**config.mk**
```make
export PLATFORM = sky130hd
export DESIGN_NAME = sbb_eeprom
export DESIGN_NICKNAME = d
export VERILOG_FILES = /design/src/rtl/sbb_eeprom_pkg.sv /design/src/rtl/ee_line_sampler.sv /design/src/rtl/ee_rom.sv /design/src/rtl/ee_ctrl.sv /design/src/rtl/sbb_eeprom.sv
export SDC_FILE = /design/constraint.sdc
export NUM_CORES = 1
export LEC_CHECK = 0
export ABC_CLOCK_PERIOD_IN_PS = 8100
export BUFFER_PORTS_ARGS = -buffer_cell sky130_fd_sc_hd__buf_2
export CAP_MARGIN = 20
export CORE_MARGIN = 1
export CORE_UTILIZATION = 55
export DETAILED_ROUTE_END_ITERATION = 8
export PLACE_DENSITY = 0.76
export SKIP_CTS_REPAIR_TIMING = 1
export SYNTH_ARGS = -nofsm -noshare
export SYNTH_HDL_FRONTEND = slang
export SYNTH_SLANG_ARGS = --single-unit
```
**constraint.sdc**
```tcl
create_clock -name clk -period 8.1 [get_ports clk]
set_clock_uncertainty 0.15 [all_clocks]
set_input_delay 0.81 -clock clk [delete_from_list [all_inputs] [get_ports clk]]
set_output_delay 0.81 -clock clk [all_outputs]
set_load 0.02 [all_outputs]
```
**src/rtl/sbb_eeprom_pkg.sv**
```systemverilog
package sbb_eeprom_pkg;

  localparam int unsigned SLOT_W = 5;
  localparam logic [SLOT_W-1:0] SLOT_IDLE = 5'd0;
  localparam logic [SLOT_W-1:0] SLOT_FIRST = 5'd1;
  localparam logic [SLOT_W-1:0] SLOT_CMD_LAST = 5'd8;
  localparam logic [SLOT_W-1:0] SLOT_BYTE2_LAST = 5'd16;
  localparam logic [SLOT_W-1:0] SLOT_DONE = 5'd17;

  function automatic logic [7:0] ee_init_byte(input int unsigned idx,
                                              input int unsigned mul,
                                              input int unsigned add);
    int unsigned v;
    v = idx * mul + add;
    return v[7:0];
  endfunction

endpackage

```
**src/rtl/ee_line_sampler.sv**
```systemverilog
module ee_line_sampler (
  input  logic clk,
  input  logic rst_n,
  input  logic upd,
  input  logic scl_in,
  input  logic sda_in,
  output logic scl_rise,
  output logic start_det,
  output logic stop_det,
  output logic sda_chg
);
  logic scl_q, sda_q;

  always_ff @(posedge clk) begin
    if (!rst_n) begin
      scl_q <= 1'b1;
      sda_q <= 1'b1;
    end else if (upd) begin
      scl_q <= scl_in;
      sda_q <= sda_in;
    end
  end

  assign scl_rise  = upd & ~scl_q & scl_in;
  assign start_det = upd & scl_q & scl_in & sda_q & ~sda_in;
  assign stop_det  = upd & scl_q & scl_in & ~sda_q & sda_in;
  assign sda_chg   = sda_q ^ sda_in;
endmodule

```
**src/rtl/ee_rom.sv**
```systemverilog
module ee_rom #(
  parameter int unsigned ADDR_BITS = 8,
  parameter int unsigned INIT_MUL  = 29,
  parameter int unsigned INIT_ADD  = 90
) (
  input  logic [ADDR_BITS-1:0] addr,
  output logic [7:0]           rdata
);
  import sbb_eeprom_pkg::*;
  localparam int unsigned DEPTH = 1 << ADDR_BITS;

  logic [7:0] mem [DEPTH];

  for (genvar g = 0; g < DEPTH; g++) begin : g_cell
    assign mem[g] = ee_init_byte(g, INIT_MUL, INIT_ADD);
  end

  assign rdata = mem[addr];
endmodule

```
**src/rtl/ee_ctrl.sv**
```systemverilog
module ee_ctrl (
  input  logic       clk,
  input  logic       rst_n,
  input  logic       upd,
  input  logic       sda_in,
  input  logic       scl_rise,
  input  logic       start_det,
  input  logic       stop_det,
  input  logic       sda_chg,
  input  logic [7:0] rom_data,
  output logic [7:0] rom_addr,
  output logic       sda_out,
  output logic       proto_err
);
  import sbb_eeprom_pkg::*;

  logic [SLOT_W-1:0] slot;
  logic              ack_pend;
  logic [7:0]        cmd, addr, data;

  // Lookahead: on a write the last address bit is still arriving, so fetch
  // from the address as it will be after this shift.
  assign rom_addr = cmd[0] ? addr : {addr[6:0], sda_in};

  always_ff @(posedge clk) begin
    if (!rst_n) begin
      slot      <= SLOT_IDLE;
      ack_pend  <= 1'b0;
      cmd       <= 8'h00;
      addr      <= 8'h00;
      data      <= 8'h00;
      sda_out   <= 1'b1;
      proto_err <= 1'b0;
    end else begin
      proto_err <= 1'b0;
      if (upd) sda_out <= sda_in;
      if (start_det) begin
        slot     <= SLOT_FIRST;
        cmd      <= 8'h00;
        ack_pend <= 1'b0;
      end else if (stop_det) begin
        slot     <= SLOT_IDLE;
        ack_pend <= 1'b0;
      end else if (slot == SLOT_IDLE && !ack_pend) begin
        // idle: wait for START
      end else if (scl_rise) begin
        if (ack_pend) begin
          sda_out  <= 1'b0;
          ack_pend <= 1'b0;
        end else if (slot >= SLOT_DONE) begin
          // transaction finished: wait for START or STOP
        end else if (sda_chg) begin
          proto_err <= 1'b1;
          slot      <= SLOT_IDLE;
        end else if (slot <= SLOT_CMD_LAST) begin
          cmd  <= {cmd[6:0], sda_in};
          slot <= slot + 1'b1;
          if (slot == SLOT_CMD_LAST) ack_pend <= 1'b1;
        end else begin
          if (cmd[0]) begin
            sda_out <= data[7];
            data    <= {data[6:0], 1'b0};
          end else begin
            addr <= {addr[6:0], sda_in};
          end
          slot <= slot + 1'b1;
          if (slot == SLOT_BYTE2_LAST) begin
            data     <= rom_data;
            ack_pend <= 1'b1;
          end
        end
      end
    end
  end

  // Assertions
  assert_start_opens_R2: assert property (@(posedge clk) disable iff (!rst_n)
    start_det |=> (slot == SLOT_FIRST && !ack_pend && cmd == 8'h00));
  assert_stop_idles_R3: assert property (@(posedge clk) disable iff (!rst_n)
    stop_det |=> (slot == SLOT_IDLE && !ack_pend));
  assert_idle_follow_R4: assert property (@(posedge clk) disable iff (!rst_n)
    (upd && slot == SLOT_IDLE && !ack_pend && !start_det) |=> (sda_out == $past(sda_in)));
  assert_err_single_R10: assert property (@(posedge clk) disable iff (!rst_n)
    proto_err |=> !proto_err);
  assert_err_idles_R10: assert property (@(posedge clk) disable iff (!rst_n)
    proto_err |-> (slot == SLOT_IDLE && !ack_pend));
  assert_no_strobe_hold_R12: assert property (@(posedge clk) disable iff (!rst_n)
    !upd |=> ($stable(sda_out) && !proto_err && $stable(slot)));
  assert_slot_bound_R9: assert property (@(posedge clk) disable iff (!rst_n)
    slot <= SLOT_DONE);
endmodule

```
**src/rtl/sbb_eeprom.sv**
```systemverilog
module sbb_eeprom #(
  parameter int unsigned ADDR_BITS = 8,
  parameter int unsigned INIT_MUL  = 29,
  parameter int unsigned INIT_ADD  = 90
) (
  input  logic clk,
  input  logic rst_n,
  input  logic line_valid,
  input  logic scl_in,
  input  logic sda_in,
  output logic sda_out,
  output logic proto_err
);
  logic       scl_rise, start_det, stop_det, sda_chg;
  logic [7:0] rom_addr, rom_data;

  ee_line_sampler u_sampler (
    .clk       (clk),
    .rst_n     (rst_n),
    .upd       (line_valid),
    .scl_in    (scl_in),
    .sda_in    (sda_in),
    .scl_rise  (scl_rise),
    .start_det (start_det),
    .stop_det  (stop_det),
    .sda_chg   (sda_chg)
  );

  ee_rom #(
    .ADDR_BITS (ADDR_BITS),
    .INIT_MUL  (INIT_MUL),
    .INIT_ADD  (INIT_ADD)
  ) u_rom (
    .addr  (rom_addr[ADDR_BITS-1:0]),
    .rdata (rom_data)
  );

  ee_ctrl u_ctrl (
    .clk       (clk),
    .rst_n     (rst_n),
    .upd       (line_valid),
    .sda_in    (sda_in),
    .scl_rise  (scl_rise),
    .start_det (start_det),
    .stop_det  (stop_det),
    .sda_chg   (sda_chg),
    .rom_data  (rom_data),
    .rom_addr  (rom_addr),
    .sda_out   (sda_out),
    .proto_err (proto_err)
  );
endmodule

```
* Word-level counts from Yosys, hierarchy flattened
Memories as Yosys holds them, arrays and structs flattened. Index checks and enable logic that the tools add are counted.
Cells by class: add/subtract/negate cells 1, order comparisons 3, eq/ne operators 5, mux-type cells 29, bitwise logic cells 22, reduce and logical (&&, ||, !) cells 14
Operators by type and width (number):
- 2-to-1 mux 8 bit | 5
- 2-to-1 mux 1 bit | 23
- NOT 1 bit | 12
- >= comparator 9 bit (second input constant) | 1
- inequality test 3 bit (second input constant) | 3
- NOT 8 -> 9 bit | 1
- AND reduction 9 bit | 1
- bitwise AND 1 bit | 8
- AND reduction 4 bit | 2
- AND reduction 8 bit | 1
- AND reduction 7 bit | 1
- OR reduction 7 bit | 1
- adder 5 x 1 -> 5 bit (second input constant) | 1
- equality test 5 x 4 -> 1 bit (second input constant) | 1
- equality test 5 bit (second input constant) | 1
- >= comparator 5 bit (second input constant) | 1
- less-or-equal comparator 5 x 4 -> 1 bit (second input constant) | 1
- logical NOT 5 bit | 1
- 2-to-1 mux 5 bit | 1
- nonzero test 3 bit | 1
- OR reduction 3 bit | 1
- AND reduction 2 bit | 1
- nonzero test 2 bit | 1
- OR reduction 2 bit | 1
- other kinds (3) | 3
Word-level totals: bits in registers 27, ROM bits 2048, input port bits 5, output and inout bits 2, logic and storage cells 85, memories kept 1
Memories:
- (no name shown) | words 256, bits a word 8, read ports 1, clocked after Yosys merged registers in 0, wr ports 0, RTL line ee_rom.sv:18 | assign rdata = mem[addr];

* Logic depth before layout (Yosys ltp)
Gate-level depths: netlist of the first run.
word-level depth 10, gate-level depth with buffers 12, mapped depth without buffers 10

* By module
Synthesis of the first run repeated with hierarchy kept, for this count alone.
Unflattened totals: cell total of the unflattened synthesis 305, area, all modules 2509.9 um2
By module, submodules not included:
- ee_ctrl | instances 1, cells each 159, area an instance 1487.7 um2, sequential area each 500.5 um2
- ee_rom | instances 1, cells each 134, area an instance 905.9 um2, sequential area each 0.0 um2
- ee_line_sampler | instances 1, cells each 12, area an instance 116.4 um2, sequential area each 40.0 um2

* Least setup slack after synthesis of the first run
No wires, ideal clock.
path kind input-to-reg, start point input sda_in, end point register u_ctrl.data[7], library setup time 0.062 ns, arrival 2.743 ns, slack 5.145 ns, cell stages on the path 11, buffers on the path 2, cells stage by stage clkbuf_8 -> mux2i_2 -> inv_2 -> ha_1 -> clkbuf_1 -> o21ai_0 -> nor2_1 -> or4_1 -> o311ai_1 -> nand4_1 -> nand3_1
Between the ends: cells in the longest elaborated chain, start to end 6
Ends and longest elaborated chain:
- start: declaration | RTL line sbb_eeprom.sv:10 | input logic sda_in,
- 2-to-1 mux 8 bit
- net rom_addr[0] | RTL line sbb_eeprom.sv:15 | logic [7:0] rom_addr, rom_data;
- NOT 8 -> 9 bit (not written as such) | RTL line ee_rom.sv:18
- memory (256 x 8 bit)
- 2-to-1 mux 8 bit (not written as such) (2 in a row) | RTL line ee_rom.sv:18
- 2-to-1 mux 8 bit | RTL line ee_ctrl.sv:67 | if (slot == SLOT_BYTE2_LAST) begin
- end signal: assignment | RTL line ee_ctrl.sv:62 | data <= {data[6:0], 1'b0};
- end signal: assignment | RTL line ee_ctrl.sv:68 | data <= rom_data;
- end: declaration | RTL line ee_ctrl.sv:19 | logic [7:0] cmd, addr, data;
The timed path passes the listed nets, and every way through them passes these cells. The select of a mux whose other input is x is not followed. A chain may end at the register's enable or synchronous reset.

* Final worst setup path of the first run
start point register u_ctrl.cmd[0], end point register u_ctrl.data[7]
Between the ends: cells in the longest elaborated chain, start to end 6
Ends and longest elaborated chain:
- start: declaration | RTL line ee_ctrl.sv:19
- start signal: assignment | RTL line ee_ctrl.sv:56 | cmd <= {cmd[6:0], sda_in};
- 2-to-1 mux 8 bit
- net rom_addr[1] | RTL line sbb_eeprom.sv:15
- NOT 8 -> 9 bit (not written as such) | RTL line ee_rom.sv:18
- memory (256 x 8 bit)
- 2-to-1 mux 8 bit (not written as such) (2 in a row) | RTL line ee_rom.sv:18
- 2-to-1 mux 8 bit | RTL line ee_ctrl.sv:67
The timed path passes the listed nets, and every way through them passes these cells. The select of a mux whose other input is x is not followed.

==> results of run 1 <==
## per-stage QoR
stage                     cell area [µm²]  instances  total power, mW  setup WS (ps)
final                                2720        424            0.243           4640
after global routing                 2720        424            0.253           4360
after CTS                            2720        424            0.246           4730
after detailed placement             2680        420            0.167           4760
after global placement               2680        420            0.167           4870
after floorplan                      2740        375            0.161           5140
## metal layers
metal	routed length, µm	vias up	track usage
met5	0	-	0
met2	3400	164	0.449
met1	3160	1313	0.390
li1	-	1351	-
met4	242	0	0.124
met3	688	31	0.0580
## cell type report
class / instances / area (µm²)
clock inverters: 1 / 5.00
well taps: 67 / 83.8
clock buffers: 3 / 41.3
fillers: 468 / 2030
repair buffers: 10 / 60.1
flip-flops and latches: 27 / 541
multi-input cells: 301 / 1940
inverters: 15 / 56.3
## critical path: cells and delay by family, from the launching register on
family          cells  cell delay, ps
simple gates        3             380
mux                 1             830
flops               1             320
compound gates      4             620
buf+inv             2             660
fa+ha+maj           1             390
## worst paths after layout
path / startpoint / cells past startpoint / slack (ps) / endpoint
worst max-delay path: u_ctrl.cmd[0] / 11 / 4640 / u_ctrl.data[7]
worst min-delay path: u_ctrl.data[4] / 2 / 330 / u_ctrl.data[4]
worst max register to register: u_ctrl.cmd[0] / 11 / 4640 / u_ctrl.data[7]
worst min register to register: u_ctrl.data[4] / 2 / 330 / u_ctrl.data[4]
## report_power, final
| group | total, mW | internal [mW] | leakage, nW | switching [mW] |
|---|---|---|---|---|
| registers | 0.136 | 0.134 | 0.218 | 0.00194 |
| clock network | 0.0790 | 0.0346 | 0.0255 | 0.0444 |
| logic | 0.0284 | 0.0105 | 0.670 | 0.0179 |
## cell usage in the layout, fill, tap and decap left out, types with 3 or more instances in the layout
| cell | n |
|---|---|
| clkbuf_8 | 3 |
| o211ai_1 | 10 |
| nand4_1 | 5 |
| a211oi_2 | 3 |
| ha_1 | 11 |
| xnor2_1 | 3 |
| mux2i_1 | 7 |
| nand3_1 | 9 |
| dfxtp_1 | 27 |
| a211oi_1 | 13 |
| nor3_1 | 6 |
| nor2_2 | 4 |
| o31ai_1 | 3 |
| nor4_1 | 3 |
| a211o_1 | 4 |
| o21ai_0 | 32 |
| buf_4 | 4 |
| a21oi_1 | 38 |
| xor2_1 | 3 |
| a21o_1 | 3 |
| buf_2 | 6 |
| inv_1 | 12 |
| nand2_1 | 42 |
| nor2_1 | 29 |
| nand2b_1 | 10 |
## kinds of logic after synthesis
logic type,after synthesis,share of synthesized area
AOI/OAI and AO/OA,143,0.353
and+or+nand+nor,129,0.231
buffers and inverters,47,0.0963
DFF,27,0.197
muxes,12,0.0534
adders and majority gates,11,0.0502
xor gates and xnor gates,6,0.0192
## registers in the layout (all words and copies together) (netlist names)
signal and cells:
u_ctrl.addr 8, u_ctrl.data 8, u_ctrl.slot 5, u_ctrl.ack_pend 1
u_ctrl.cmd 1, u_ctrl.proto_err 1, u_ctrl.sda_out 1, u_sampler.scl_q 1
u_sampler.sda_q 1
## synthesized netlist by cell type, types with 3 or more instances
cell | count | area share
a21o_1 | 3 | 0.0082
nand2_1 | 42 | 0.058
nand4_1 | 5 | 0.011
buf_2 | 12 | 0.022
nor4_1 | 3 | 0.0069
xor2_1 | 3 | 0.0096
nand3_1 | 9 | 0.016
ha_1 | 11 | 0.050
nor3_1 | 6 | 0.011
a21oi_1 | 38 | 0.069
nor2_1 | 29 | 0.040
a211oi_2 | 3 | 0.014
a211oi_1 | 13 | 0.036
nor2_2 | 4 | 0.0091
a211o_1 | 4 | 0.013
nand2b_1 | 10 | 0.023
o21ai_0 | 32 | 0.058
mux2i_1 | 7 | 0.026
o211ai_1 | 10 | 0.027
dfxtp_1 | 27 | 0.20
inv_1 | 12 | 0.016
o31ai_1 | 3 | 0.0082
clkbuf_1 | 10 | 0.014
xnor2_1 | 3 | 0.0096
buf_6 | 6 | 0.025
==> summary.md, run 1 <==
| Metric | Value |
|---|---|
| Worst skew pair latency | ~280 ps |
| Hpwl dp | about 5200 µm |
| Maximum clock path buffer count | 2 |
| Worst path cell trace | buf_4 -> mux2i_1 -> inv_1 -> ha_1 -> nand2b_1 -> a21oi_1 -> o21ai_0 -> a222oi_1 -> o311ai_1 -> nand4_1 -> nand3_1 |
| Yosys reg bits | 27 |
| ANT cells | 0 |
| WHS | between 300 and 400 ps |
| Cells after Synth | roughly 380 |
| Startpoint types | register |
| Slew @ Worst Pin | 937 ps |
| Period utilisation layout | 0.428 |
| Total CTS buffers | 3 |
| Required time of the critical path | a little over 8000 ps |
| Total gr overflow | 0 |
| Antenna violations before repair | 0 |
| Post-Syn Nets | 391 |
| Area Overhead vs Synth | -0.639% |
| Crit path time final | between 3000 and 4000 ps |
| Top-Level Pins | 7 |
| Critical Path End Type | register |
| Fmax | a little under 300 MHz |
| Status | finished, final reports clean |
| Post-route ant nets | 0 |
| DR vias/cell | slightly below 7 |
| Max_cap viols | 0 |
| Maximum number of pins on one net before global-route repair | 46 |
| Slowest-stage cell, CP | mux2i_1 |
| H-tree levels | 1 |
| Setup TNS | 0 ps |
| IO Port Bufs | 6 |
| Min-Delay Path Class | register to register |
| Unrepaired setup endpoints after global routing | false |
| Final Net Count | about 370 |
| First-pass GRT wire length | approximately 12000 µm |
| Syn Std Cell Area | between 2000 and 3000 µm² |
| Final hold vios | 0 |
| Slew Viols, Final | 0 |
| Routed via count | ~2900 |
| Post-Route Utilization | 0.573 |
| Die H | 72.6 µm |
| Pre-antenna DRT Iters | 5 |
| Static leakage | 0.914 nW |
| Rel. slew slack | 0.357 |
| Power density cells | 89.4 nW/µm² |
| CTS tree | done |
| RD Place Congestion | 0.959 |
| Die ar. | 5270 µm² |
| Root buffer cell | clkbuf_8 |
| Syn Area/Cell | between 7 and 8 µm² |
| Post-synthesis sequential area ratio | 0.197 |
| Worst EP arrival | 3480 ps |
| Synth warn | 0 |
| CTS clk-pin slew, worst paths | ~90 ps |
| Gr usage total | 0.289 |
| FFs w/ async S/R, synth | 0 |
| DRC violations left | 0 |
| Crit path largest cell delay | 830 ps |
| Peak supply drop | approximately 0.00009 V |
| Final setup fails | 0 |
| DRT iter0 DRCs | ~330 |
| Site Rows | 25 |
| Synth cell types | 73 |
| Crit Path Max Fanout | 45 |
| Die Wd | about 73 µm |
| Main synth FF type | dfxtp_1 |
| Post-synth EDFFs | 0 |
| Setup CP Type | register to register |
| Total Wirelength | 7490 µm |
| Wire length per cell | roughly 18 µm |
| Layout cell share with drive strength beyond 1 | 0.101 |
| Starting Density | 0.576 |
| Clock Sinks | 27 |
| Vias in the first global route | approximately 2500 |
| Total core area | approximately 4800 µm² |
Power figures use the tool's default switching activity.
==> run 2, diff against run 1 <==
Settings changed: ABC_AREA set to 1, ABC_CLOCK_PERIOD_IN_PS 8100 to 2800, PLACE_DENSITY 0.76 to 0.79.
Clock period 8.1 ns to 2.8 ns, I/O delays scaled along.
==> run 2 against run 1 <==
Setup slack lost 4200 ps. Critical path depth grew 5. First-iteration DRC count shrank 35%. Synthesized area fell by 15%. Die area down 15%. Cell count shrank 3.1%. Register-to-register slack worse by 4200 ps. Routed wire length is 27% lower. Flip-flop and latch count is the same. Critical path type unchanged.
==> summary.md, run 2 <==
| Metric | Value |
|---|---|
| Status | finished, final reports clean (unchanged) |
| IO Port Bufs | 6 (unchanged) |
| Total gr overflow | 0 (unchanged) |
| Most frequent cell after synthesis | nand2_1 (unchanged) |
| Maximum clock path buffer count | 2 (unchanged) |
| H-tree levels | 1 (unchanged) |
| Synth top area cells | dfxtp_1 (23%), nand2_1 (13%), nand3_1 (9.3%) (was dfxtp_1 (20%), a21oi_1 (6.9%), o21ai_0 (5.8%)) |
| Crit Path Max Fanout | 9 (was 45) |
| Antenna violations before repair | 0 (unchanged) |
| Crit path largest cell delay | 480 ps (was 830 ps) |
| Die Wd | 67.0 µm (was 72.6 µm) |
| Largest regs | u_ctrl.addr (8), u_ctrl.data (8), u_ctrl.slot (5) (unchanged) |
| ANT cells | 0 (unchanged) |
| DR vias/cell | 5.70 (was 6.74) |
| Post-Route Utilization | 0.597 (was 0.573) |
| Post-synth EDFFs | 0 (unchanged) |
| Post-synth top area share | 0.233 (was 0.197) |
| Worst skew pair latency | 270 ps (was 280 ps) |
| Total Wirelength | 5440 µm (was 7490 µm) |
| Required time of the critical path | 2860 ps (was 8120 ps) |
| CTS clk-pin slew, worst paths | 90 ps (about the same) |
| Startpoint types | register (unchanged) |
| Period utilisation layout | 0.860 (was 0.428) |
| Synth cell count leaders | nand2_1 (82), nand3_1 (43), inv_1 (35) (was nand2_1 (42), a21oi_1 (38), o21ai_0 (32)) |
| Post-synthesis sequential area ratio | 0.233 (was 0.197) |
| Area Overhead vs Synth | 3.39% (was -0.639%) |
| Static leakage | 1.12 nW (was 0.914 nW) |
| Synth cell types | 39 (was 73) |
| RD Place Congestion | 0.971 (was 0.959) |
| Hold wc startpoint | scl_in (was u_ctrl.data[4]) |
| Total CTS buffers | 3 (unchanged) |
| Top-Level Pins | 7 (unchanged) |
| DRT iter0 DRCs | 213 (was 328) |
| Tot Pwr | 0.684 mW (was 0.243 mW) |
| Syn Std Cell Area | 2320 µm² (was 2740 µm²) |
| FFs w/ async S/R, synth | 0 (unchanged) |
| Main synth FF type | dfxtp_1 (unchanged) |
| Delay-heaviest family, CP | buffers and inverters (was multiplexers) |
| Rel. slew slack | 0.667 (was 0.357) |
| # fillers | 385 (was 468) |
| DRC violations left | 0 (unchanged) |
| Total core area | 4030 µm² (was 4750 µm²) |
| Die H | 67.0 µm (was 72.6 µm) |
| Setup CP Type | register to register (unchanged) |
| Synth warn | 0 (unchanged) |
| Fmax | 415 MHz (was 289 MHz) |
| Placed cells | 407 (was 420) |
| Worst path cell trace | buf_4 -> inv_6 -> nand2_1 -> nand2_2 -> ha_1 -> inv_1 -> nor2_1 -> inv_2 -> nand2_1 -> nand2_1 -> nand2_1 -> o21ai_1 -> inv_1 -> o21ai_1 -> nand3_1 -> a21oi_1 (was buf_4 -> mux2i_1 -> inv_1 -> ha_1 -> nand2b_1 -> a21oi_1 -> o21ai_0 -> a222oi_1 -> o311ai_1 -> nand4_1 -> nand3_1) |
| Site Rows | 23 (was 25) |
| Slew @ Worst Pin | 497 ps (was 937 ps) |
| Worst Path Buf+Inv | 5 (was 2) |
| Peak supply drop | 0.000355 V (was 0.0000893 V) |
| Worst Setup SP | u_ctrl.cmd[0] (unchanged) |
| Routed via count | 2344 (was 2859) |
| Critical Path Most Common Cell | nand2_1 |
| Hpwl dp | 3970 µm (was 5170 µm) |
| Min-Delay Path Class | primary input to register (was register to register) |
| Worst EP arrival | 2470 ps (was 3480 ps) |
| Die ar. | 4490 µm² (was 5270 µm²) |
| Final Net Count | 378 (was 374) |
| Syn Area/Cell | 6.51 µm² (was 7.31 µm²) |
| Crit path time final | 2410 ps (was 3460 ps) |
| Layout cell share with drive strength beyond 1 | 0.158 (was 0.101) |
| Maximum number of pins on one net before global-route repair | 19 (was 46) |
| Vias in the first global route | 1919 (was 2517) |
| Post-route ant nets | 0 (unchanged) |
| Slew Viols, Final | 0 (unchanged) |
| Slowest-stage cell, CP | dfxtp_1 (was mux2i_1) |
| Dpl cell area | 2360 µm² (was 2680 µm²) |
| Critical Path End Type | register (unchanged) |
| Wire length per cell | 13.2 µm (was 17.7 µm) |
| Reg-to-Reg Start | u_ctrl.cmd[0] (unchanged) |
| Cells after Synth | 357 (was 375) |
| Most frequent cells in the layout | nand2_1 (82), nand3_1 (43), inv_1 (35) (was nand2_1 (42), a21oi_1 (38), o21ai_0 (32)) |
| Root buffer cell | clkbuf_8 (unchanged) |
| Synth area leader | dfxtp_1 (unchanged) |
| Max_cap viols | 0 (unchanged) |
| Setup TNS | 0 ps (unchanged) |
| Post-Syn Nets | 373 (was 391) |
| Yosys reg bits | 27 (unchanged) |
| Gr usage total | 0.261 (was 0.289) |
| Pre-antenna DRT Iters | 5 (unchanged) |
| Final instance area | 2400 µm² (was 2720 µm²) |
| First-pass GRT wire length | 8810 µm (was 12100 µm) |
| Final hold vios | 0 (unchanged) |
| Clock Sinks | 27 (unchanged) |
| Most common cell after layout, fill and taps aside | nand2_1 (unchanged) |
| Unrepaired setup endpoints after global routing | false (unchanged) |
| Power density cells | 284 nW/µm² (was 89.4 nW/µm²) |
| Final Non-Filler Cells | 411 (was 424) |
| Final setup fails | 0 (unchanged) |
| CTS tree | done (unchanged) |
| Starting Density | 0.577 (was 0.576) |
run 2: cell count changes after synthesis, moves of 10 or more:
cell	change
buf_2	-10
inv_1	+23
nand2_1	+40
nand2b_1	-10
nand3_1	+34
run 2: tightest hold or removal path, delay by kind of cell:
family                 cells  cell delay (ps)
buffers and inverters      1               80
AOI/OAI and AO/OA          1               80
and+or+nand+nor            1               70
run 2: path summary, 6_finish.rpt:
check / cells past startpoint / to / slack, ps
worst min-delay path: 3 / u_sampler.scl_q / 120
worst max register to register: 16 / u_ctrl.data[6] / 390
worst max-delay path: 16 / u_ctrl.data[6] / 390
worst min register to register: 2 / u_ctrl.addr[6] / 330
run 2: layout make-up:
class | count | area [µm²] | share of cell area
inverters | 47 | 184 | 0.0765
well taps | 50 | 62.6 | 0.0260
repair buffers | 10 | 60.1 | 0.0250
flip-flops and latches | 27 | 541 | 0.225
clock buffers | 4 | 45.0 | 0.0187
multi-input cells | 273 | 1510 | 0.629
run 2: stage by stage:
| stage | worst slack, ps | hold WS [ps] |
|---|---|---|
| after CTS | 407 | 117 |
| final | 391 | 118 |
| after global routing | 178 | 134 |
| after detailed placement | 430 | 309 |
| after global placement | 475 | 312 |
| after floorplan | 577 | 259 |
run 2: layer usage:
layer  wire, µm  track usage  vias up
met1       2630        0.374     1039
met3        336       0.0360        9
met5          0            0        -
li1           -            -     1194
met2       2390        0.399      102
met4         83       0.0745        0
run 2: kinds of logic after synthesis:
group | count (synthesis) | share of synthesized area
simple gates | 183 | 0.388
compound gates | 78 | 0.200
buf+inv | 57 | 0.117
flops | 27 | 0.233
fa+ha+maj | 11 | 0.0592
xor+xnor | 1 | 0.00377
run 2: power by group:
| part | internal, mW | total (mW) | switching (mW) |
|---|---|---|---|
| sequential | 0.387 | 0.391 | 0.00372 |
| combinational | 0.0249 | 0.0731 | 0.0482 |
| clock | 0.102 | 0.219 | 0.117 |
| total | 0.514 | 0.684 | 0.169 |
